==> src/rtl/tmr_pkg.sv <==
package tmr_pkg;

    // trigger-output sequencer states
    typedef enum logic [1:0] {
        TO_IDLE      = 2'b00,
        TO_HOLD      = 2'b01,
        TO_FIRE_WRAP = 2'b10,
        TO_FIRE_TRIG = 2'b11
    } tout_state_t;

    // trigger-output mode encodings
    localparam logic [1:0] TOUT_MODE_RESET = 2'b00;
    localparam logic [1:0] TOUT_MODE_WRAP  = 2'b01;

endpackage

==> src/rtl/tmr_trig_sel.sv <==
module tmr_trig_sel #(
    parameter int SYNC_STAGES = 2
) (
    input  logic clk,
    input  logic rst_n,
    input  logic ext_trig,
    input  logic chain_trig,
    input  logic trig_src,
    input  logic slv_rst_en,
    output logic trig_hit
);

    localparam int LAST = SYNC_STAGES - 1;

    logic [SYNC_STAGES-1:0] sync_q;
    logic                   ext_prev_q;
    logic                   chain_prev_q;
    logic                   ext_rise;
    logic                   chain_rise;

    generate
        if (SYNC_STAGES == 1) begin : g_sync_one
            always_ff @(posedge clk or negedge rst_n) begin
                if (!rst_n) sync_q <= '0;
                else        sync_q <= ext_trig;
            end
        end else begin : g_sync_many
            always_ff @(posedge clk or negedge rst_n) begin
                if (!rst_n) sync_q <= '0;
                else        sync_q <= {sync_q[SYNC_STAGES-2:0], ext_trig};
            end
        end
    endgenerate

    always_ff @(posedge clk or negedge rst_n) begin
        if (!rst_n) begin
            ext_prev_q   <= 1'b0;
            chain_prev_q <= 1'b0;
        end else begin
            ext_prev_q   <= sync_q[LAST];
            chain_prev_q <= chain_trig;
        end
    end

    assign ext_rise   = sync_q[LAST] & ~ext_prev_q;
    assign chain_rise = chain_trig & ~chain_prev_q;
    assign trig_hit   = slv_rst_en & (trig_src ? chain_rise : ext_rise);

endmodule

==> src/rtl/tmr_prescaler.sv <==
module tmr_prescaler #(
    parameter int DIV_W = 16
) (
    input  logic             clk,
    input  logic             rst_n,
    input  logic             cnt_en,
    input  logic             reinit,
    input  logic             load,
    input  logic [DIV_W-1:0] div_val,
    output logic             tick
);

    logic [DIV_W-1:0] pcnt_q;
    logic [DIV_W-1:0] div_act_q;

    assign tick = cnt_en && (pcnt_q == div_act_q);

    always_ff @(posedge clk or negedge rst_n) begin
        if (!rst_n) begin
            pcnt_q    <= '0;
            div_act_q <= '0;
        end else begin
            if (reinit)      pcnt_q <= '0;
            else if (cnt_en) pcnt_q <= tick ? '0 : pcnt_q + 1'b1;
            if (load)        div_act_q <= div_val;
        end
    end

endmodule

==> src/rtl/tmr_counter.sv <==
module tmr_counter #(
    parameter int CNT_W = 16
) (
    input  logic             clk,
    input  logic             rst_n,
    input  logic             tick,
    input  logic             reinit,
    input  logic             load,
    input  logic [CNT_W-1:0] top_val,
    output logic [CNT_W-1:0] cnt,
    output logic [CNT_W-1:0] top_act,
    output logic             wrap_evt
);

    logic [CNT_W-1:0] cnt_q;
    logic [CNT_W-1:0] top_q;

    assign wrap_evt = tick && (cnt_q == top_q);
    assign cnt      = cnt_q;
    assign top_act  = top_q;

    always_ff @(posedge clk or negedge rst_n) begin
        if (!rst_n) begin
            cnt_q <= '0;
            top_q <= {CNT_W{1'b1}};
        end else begin
            if (reinit)        cnt_q <= '0;
            else if (wrap_evt) cnt_q <= '0;
            else if (tick)     cnt_q <= cnt_q + 1'b1;
            if (load)          top_q <= top_val;
        end
    end

endmodule

==> src/rtl/tmr_tout_fsm.sv <==
module tmr_tout_fsm
    import tmr_pkg::*;
(
    input  logic       clk,
    input  logic       rst_n,
    input  logic       wrap_upd,
    input  logic       trig_upd,
    input  logic       sw_update,
    input  logic [1:0] tout_mode,
    output logic       trig_out
);

    tout_state_t state_q;
    tout_state_t state_d;
    logic        fire_wrap;
    logic        fire_trig;

    // state register
    always_ff @(posedge clk or negedge rst_n) begin
        if (!rst_n) state_q <= TO_IDLE;
        else        state_q <= state_d;
    end

    // transitions
    always_comb begin
        unique case (state_q)
            TO_IDLE:      state_d = TO_IDLE;
            TO_HOLD:      state_d = TO_FIRE_TRIG;
            TO_FIRE_WRAP: state_d = TO_IDLE;
            TO_FIRE_TRIG: state_d = TO_IDLE;
            default:      state_d = TO_IDLE;
        endcase
        if (trig_upd) state_d = TO_HOLD;
        if (wrap_upd) state_d = TO_FIRE_WRAP;
    end

    // outputs
    always_comb begin
        fire_wrap = 1'b0;
        fire_trig = 1'b0;
        unique case (state_q)
            TO_IDLE:      ;
            TO_HOLD:      ;
            TO_FIRE_WRAP: fire_wrap = 1'b1;
            TO_FIRE_TRIG: fire_trig = 1'b1;
            default:      ;
        endcase
        if (tout_mode == TOUT_MODE_RESET)
            trig_out = sw_update | fire_wrap | fire_trig;
        else if (tout_mode == TOUT_MODE_WRAP)
            trig_out = fire_wrap;
        else
            trig_out = 1'b0;
    end

endmodule

==> src/rtl/tmr_slave_timer.sv <==
module tmr_slave_timer #(
    parameter int DIV_W       = 16,
    parameter int CNT_W       = 16,
    parameter int SYNC_STAGES = 2
) (
    input  logic             clk,
    input  logic             rst_n,
    input  logic             cnt_en,
    input  logic [DIV_W-1:0] div_val,
    input  logic [CNT_W-1:0] top_val,
    input  logic             slv_rst_en,
    input  logic             trig_src,
    input  logic             ext_trig,
    input  logic             chain_trig,
    input  logic             upd_ovf_only,
    input  logic [1:0]       tout_mode,
    input  logic             sw_update,
    output logic [CNT_W-1:0] cnt_o,
    output logic             trig_out
);

    logic             trig_hit;
    logic             tick;
    logic             wrap_evt;
    logic             reinit;
    logic             upd_evt;
    logic             wrap_upd;
    logic             trig_upd;
    logic [CNT_W-1:0] top_act;

    // one update per cycle; the strobe outranks the wrap, the wrap outranks the trigger
    assign reinit   = sw_update | trig_hit;
    assign upd_evt  = sw_update | wrap_evt | (trig_hit & ~upd_ovf_only);
    assign wrap_upd = wrap_evt & ~sw_update;
    assign trig_upd = trig_hit & ~upd_ovf_only & ~wrap_evt & ~sw_update;

    tmr_trig_sel #(.SYNC_STAGES(SYNC_STAGES)) u_trig_sel (
        .clk        (clk),
        .rst_n      (rst_n),
        .ext_trig   (ext_trig),
        .chain_trig (chain_trig),
        .trig_src   (trig_src),
        .slv_rst_en (slv_rst_en),
        .trig_hit   (trig_hit)
    );

    tmr_prescaler #(.DIV_W(DIV_W)) u_presc (
        .clk     (clk),
        .rst_n   (rst_n),
        .cnt_en  (cnt_en),
        .reinit  (reinit),
        .load    (upd_evt),
        .div_val (div_val),
        .tick    (tick)
    );

    tmr_counter #(.CNT_W(CNT_W)) u_cnt (
        .clk      (clk),
        .rst_n    (rst_n),
        .tick     (tick),
        .reinit   (reinit),
        .load     (upd_evt),
        .top_val  (top_val),
        .cnt      (cnt_o),
        .top_act  (top_act),
        .wrap_evt (wrap_evt)
    );

    tmr_tout_fsm u_tout (
        .clk       (clk),
        .rst_n     (rst_n),
        .wrap_upd  (wrap_upd),
        .trig_upd  (trig_upd),
        .sw_update (sw_update),
        .tout_mode (tout_mode),
        .trig_out  (trig_out)
    );

endmodule

==> config.mk <==
export PLATFORM = sky130hd
export DESIGN_NAME = tmr_slave_timer
export DESIGN_NICKNAME = d
export VERILOG_FILES = /design/src/rtl/tmr_pkg.sv /design/src/rtl/tmr_trig_sel.sv /design/src/rtl/tmr_prescaler.sv /design/src/rtl/tmr_counter.sv /design/src/rtl/tmr_tout_fsm.sv /design/src/rtl/tmr_slave_timer.sv
export SDC_FILE = /design/constraint.sdc
export NUM_CORES = 1
export LEC_CHECK = 0
export BUFFER_PORTS_ARGS = -buffer_cell sky130_fd_sc_hd__buf_2
export CAP_MARGIN = 20
export CORE_ASPECT_RATIO = 0.9
export CORE_MARGIN = 2
export CORE_UTILIZATION = 50
export CTS_CLUSTER_SIZE = 30
export DETAILED_ROUTE_END_ITERATION = 6
export HOLD_SLACK_MARGIN = 0.03
export PLACE_DENSITY_LB_ADDON = 0.08
export SYNTH_ARGS = -nofsm -noshare
export SYNTH_HDL_FRONTEND = slang
export SYNTH_SLANG_ARGS = --single-unit
==> constraint.sdc <==
create_clock -name clk -period 4.7 [get_ports clk]
set_input_delay 0.94 -clock clk [delete_from_list [all_inputs] [get_ports clk]]
set_output_delay 0.94 -clock clk [all_outputs]
set_load 0.05 [all_outputs]
==> run summary, run 1 <==
CTS tree = done
Multi-input gate area = 1580 um^2
EDFF count, synth = 0
largest net degree at the start of global routing = 46
most common cell after layout, fill and taps aside = buf_2
antenna violations before repair = 0
startpoint types = input port
die height = 82.4 um
Area after DPL = 3780 um^2
TritonCTS Buffers = 9
P&R area growth vs syn = 16.3%
DRC Markers = 0
post-synth top area share = 0.396
Peak VDD IR = 0.164 mV
Static Leak = 1.66 nW
final setup vio count = 0
synthesized cell area = 3410 um^2
share of cells above drive strength 1 = 0.255
Die Wd = 91.1 um
CTS sink cnt = 70
Reg clk slew, reported paths = 0.06 ns
GRT Total Usage = 0.210
setup repair after global routing missed its margin = no
Detailed Route Iter0 Violations = 142
Worst Slack Setup Final = 2.05 ns
Worst Max-Slew Pin Slew = 0.993 ns
setup TNS = 0 ns
top post-synthesis cells by area = dfrtp_1 40%, dfstp_2 12%, mux2_1 11%, xnor2_1 8.5%, xor2_1 3.1%
syn_area_per_cell = 11.2 um^2
hold_buf cts = 0
Crit Reg-Reg Startpoint = u_cnt.cnt[6]$_DFFE_PN0P_
global-route wire length before repair = 11,900 um
H-tree levels = 3
commonest cells after routing, fill and taps aside = 59 x buf_2, 54 x dfrtp_1, 33 x xnor2_1, 32 x mux2_1, 19 x nand3_1
first-pass iteration count of the detailed router = 4
Root Buffer = clkbuf_8
grt total ovfl = 0
Final Cell Area = 3970 um^2
max-capacitance violation count = 0
slowest CP cell = a2bb2oi_1
Inserted Diodes = 0
Final #Nets = 413
status = finished, final reports clean
Pwr per Cell Area = 315 nW/um^2
Starting Density = 0.518
post-layout min period = 2.65 ns
Fin. Hold Viols = 0
Core Area = 6590 um^2
Yosys cell types = 40
Port Buffers = 59
CP cell instances = buf_2 -> inv_1 -> a2bb2oi_1 -> nor2_1 -> buf_2
Hold Path Origin = u_trig_sel.sync_q[0]$_DFF_PN0_
Filler Cells Inserted = 585
WP buf/inv = 3
area leader, netlist = dfrtp_1
vias in the first global route = 2,342
HPWL Detailed = 5080 um
CP top delay family = buffers and inverters
Placed Instances = 446
WS Path Type = in -> out
CP endpoint kind = output port
crit path DAT = 1.71 ns
RePlAce Congestion = 0.819
I/O Pins = 60
pins over their slew limit = 0
warning count from the yosys run = 0
Worst-Skew Late Latency = 0.34 ns
Worst Skew = 0.0117 ns
Vias = 2,507
Setup crit start = sw_update
Routed Antenna Nets = 0
Slew headroom = 0.338
final core occ = 0.603
period utilization = 0.564
Layout Cells excl Fill = 462
die area = 7510 um^2
Resized Gates After CTS = 0
Synth Flop Type = dfrtp_1
wire per inst = 15.4 um
register area = 1770 um^2
pre-CTS setup slack = 1.73 ns
Max Root-Sink Buffers = 2
setup bufs post-CTS = 0
WL final = 7130 um
syn_nets = 349
most frequent CP cell = buf_2
Seq/Total Area, Yosys = 0.519
cell count after synthesis = 304
Fmax = 0.377 GHz
drt via density = 5.43
Seq cells post-synth = 70
Row Count = 28
CP required = 3.76 ns
crit-path max FO = 6
Hold WC Path Type = reg -> reg
Worst path max stage delay = 0.20 ns
async set-or-reset flop fraction in the synthesized netlist = 1.00
## power breakdown
group | internal (mW) | total (mW) | switching (mW)
clock | 0.218 | 0.426 | 0.208
combinational | 0.0689 | 0.140 | 0.0709
sequential | 0.654 | 0.683 | 0.0286
total | 0.941 | 1.25 | 0.308
## synth_stat cells (all sizes together), types with 5 or more instances
master	n
dfstp	16
or3	9
nand3	19
dfrtp	54
mux2	32
nor2	19
nor3	5
o31ai	5
buf	6
and3	5
o21ai	10
xor2	12
xnor2	33
nand4	14
a21oi	18
nand2	18
inv	5
## cell families after synthesis
| kind of cell | synth area share |
|---|---|
| buffers and inverters | 0.0220 |
| multiplexers | 0.108 |
| flip-flops | 0.519 |
| AND/OR/NAND/NOR | 0.156 |
| adder cells (fa/ha/maj) | 0.00733 |
| XOR/XNOR | 0.115 |
| AO/OA/AOI/OAI | 0.0715 |
## layer usage
metal	track usage	wire length, um	vias to the layer above
li1	-	-	1208
met1	0.329	3820	1213
met4	0.0985	98	0
met5	0	0	-
met3	0.0417	407	9
met2	0.275	2800	77
## layout make-up
class	instances	area share
multi-input cells	221	0.397
clock buffers	14	0.0410
inverters	5	0.00473
well taps	90	0.0284
repair buffers	61	0.0813
clock inverters	1	0.00126
flip-flops and latches	70	0.446
## metrics by stage
step	hold slack [ns]	total power, mW
after floorplan	0.331	0.782
after global placement	0.337	0.827
after detailed placement	0.345	0.833
after CTS	0.359	1.26
after global routing	0.371	1.31
final	0.356	1.25
## path summary, 6_finish.rpt
check	to	slack, ns	cells past startpoint
worst max-delay path	trig_out	2.05	5
worst min-delay path	u_trig_sel.sync_q[1]$_DFF_PN0_	0.36	0
worst max register to register	u_presc.div_act_q[0]$_DFFE_PN0P_	2.34	7
worst min register to register	u_trig_sel.sync_q[1]$_DFF_PN0_	0.36	0
max in group asynchronous	u_presc.pcnt_q[2]$_DFFE_PN0P_	3.01	2
min in group asynchronous	u_cnt.cnt[9]$_DFFE_PN0P_	0.76	1
## sequential cells by signal (all words and copies together) (netlist names)
signal                   flops
u_trig_sel.chain_prev_q      1
u_presc.pcnt_q              16
u_cnt.cnt                   16
u_trig_sel.sync_q            2
u_presc.div_act_q           16
u_tout.state_q               2
u_cnt.top_act               16
u_trig_sel.ext_prev_q        1
Power figures use the tool's default switching activity.
==> run 2: changes to the inputs <==
==> constraint.sdc (replaced) <==
create_clock -name clk -period 2.2 [get_ports clk]
set_input_delay 0.44 -clock clk [delete_from_list [all_inputs] [get_ports clk]]
set_output_delay 0.44 -clock clk [all_outputs]
set_load 0.05 [all_outputs]
==> run 2 against run 1 <==
Effect of this change:
- count of clock-buffer cells in the layout shrank 3
- sequential share of layout area decreased by 4.4 points
- clock power rose by 140%
- final cell count grew 6.9%
- via count is 6.3% higher
- critical path depth is 2 higher
- worst setup slack got worse by 2.0 ns
- register-to-register slack got worse by 2.3 ns
- global-route usage is 2.0 points higher
- wire length rose by 13%
- cell area up 11%
- non-clock buffer count grew 31
- critical endpoint is now u_cnt.top_act[2]$_DFFE_PN1P_
- largest power group unchanged
==> run summary, run 2 (same netlist as run 1, synthesis figures left out) <==
WS Path Type = reg -> reg
cells on worst reg2reg path = 7
share of cells above drive strength 1 = 0.364
setup slack, reg-to-reg = 0.07 ns
H-tree levels = 3
most common cell after layout, fill and taps aside = buf_2
commonest cells after routing, fill and taps aside = 59 x buf_2, 54 x dfrtp_1, 32 x xnor2_1, 27 x buf_4
P&R area growth vs syn = 28.8%
DRC Markers = 0
crit-path max FO = 13
Hold WC Path Type = in -> async
Row Count = 28
CP endpoint kind = flop
Fin. Hold Viols = 0
Die Wd = 91.1 um
Peak VDD IR = 0.390 mV
crit path DAT = 2.41 ns
Filler Cells Inserted = 564
CTS sink cnt = 70
pins over their slew limit = 0
die height = 82.4 um
Crit Reg-Reg Startpoint = u_cnt.top_act[2]$_DFFE_PN1P_
Inserted Diodes = 0
drt via density = 5.40
Worst Max-Slew Pin Slew = 0.619 ns
largest net degree at the start of global routing = 30
Core Area = 6590 um^2
r2r endpoint = u_cnt.top_act[2]$_DFFE_PN1P_
max-capacitance violation count = 0
GRT Total Usage = 0.230
startpoint types = flop
Routed Antenna Nets = 0
HPWL Detailed = 5810 um
setup repair after global routing missed its margin = yes
Power, Total = 2.88 mW
I/O Pins = 60
Starting Density = 0.518
hold_buf cts = 0
Static Leak = 1.96 nW
first-pass iteration count of the detailed router = 4
vias in the first global route = 2,572
CTS tree = done
status = finished, final reports clean
Detailed Route Iter0 Violations = 141
antenna violations before repair = 0
WL final = 8080 um
Worst-Skew Late Latency = 0.35 ns
Port Buffers = 59
setup TNS = 0 ns
wire per inst = 16.4 um
Max Root-Sink Buffers = 2
Final #Nets = 444
Root Buffer = clkbuf_8
CP required = 2.48 ns
RePlAce Congestion = 0.798
Hold Slack = 0.0931 ns
register area = 1770 um^2
period utilization = 0.968
TritonCTS Buffers = 9
die area = 7510 um^2
Slew headroom = 0.588
Reg clk slew, reported paths = 0.08 ns
final setup vio count = 0
grt total ovfl = 0
post-layout min period = 2.13 ns
Vias = 2,666
Pwr per Cell Area = 655 nW/um^2
global-route wire length before repair = 13,100 um
Worst Skew = 0.00551 ns
Fmax = 0.469 GHz
Multi-input gate area = 1680 um^2
run 2: what timing repair did:
item	CTS	global route
pin swaps	0	4
cloned	0	2
endpoints found under the hold margin	0	0
gates resized for setup	1	21
setup buffers	0	1
setup endpoints to repair	7	43
run 2: layout make-up:
cell class / count / share of cell area
sequential: 70 / 0.403
multi-input combinational: 221 / 0.381
timing repair buffer: 92 / 0.141
clock buffer: 11 / 0.0370
tap: 90 / 0.0256
clock inverter: 5 / 0.00853
inverter: 5 / 0.00427
run 2: routing by layer:
metal  vias to the layer above  routed length [um]  track usage
met4                         0                 107       0.0758
met3                        12                 634       0.0599
met1                      1293                3990        0.353
met5                         -                   0            0
met2                        84                3350        0.313
li1                       1277                   -            -
run 2: worst max-delay path by stage:
stage / start / endpoint / slack (ns)
floorplan: u_cnt.cnt[2]$_DFFE_PN0P_ / u_presc.div_act_q[0]$_DFFE_PN0P_ / 0.03
global placement: u_cnt.top_act[8]$_DFFE_PN1P_ / u_presc.div_act_q[3]$_DFFE_PN0P_ / 0.05
detailed placement: u_cnt.top_act[8]$_DFFE_PN1P_ / u_presc.div_act_q[3]$_DFFE_PN0P_ / 0.005
CTS: u_cnt.top_act[8]$_DFFE_PN1P_ / u_presc.div_act_q[1]$_DFFE_PN0P_ / 0.04
global route: u_cnt.top_act[11]$_DFFE_PN1P_ / u_cnt.top_act[2]$_DFFE_PN1P_ / -0.06
finish: u_cnt.top_act[2]$_DFFE_PN1P_ / u_cnt.top_act[2]$_DFFE_PN1P_ / 0.07
run 2: report_power, final:
| part | switching [mW] | internal (mW) |
|---|---|---|
| Sequential | 0.0659 | 1.40 |
| Combinational | 0.172 | 0.202 |
| Clock | 0.529 | 0.516 |
| Total | 0.767 | 2.12 |
run 2: worst max-delay path, cell delays in order, from the launching register on:
cell	delay [ns]
dfstp_2	0.55
xnor2_1	0.12
nand4_1	0.18
nor4_4	0.30
nand3_2	0.14
o211ai_4	0.18
clkbuf_16	0.25
mux2_1	0.34
run 2: per-stage QoR:
step / utilization / cells / setup WS (ns) / instance area [um^2]
2_1_floorplan: - / 304 / 0.0271 / 3410
3_3_place_gp: 0.613 / 475 / 0.0533 / 4040
3_5_place_dp: 0.613 / 475 / 0.00509 / 4040
4_1_cts: 0.644 / 491 / 0.0405 / 4240
5_1_grt: 0.668 / 494 / -0.0564 / 4400
6_report: 0.668 / 494 / 0.0699 / 4400
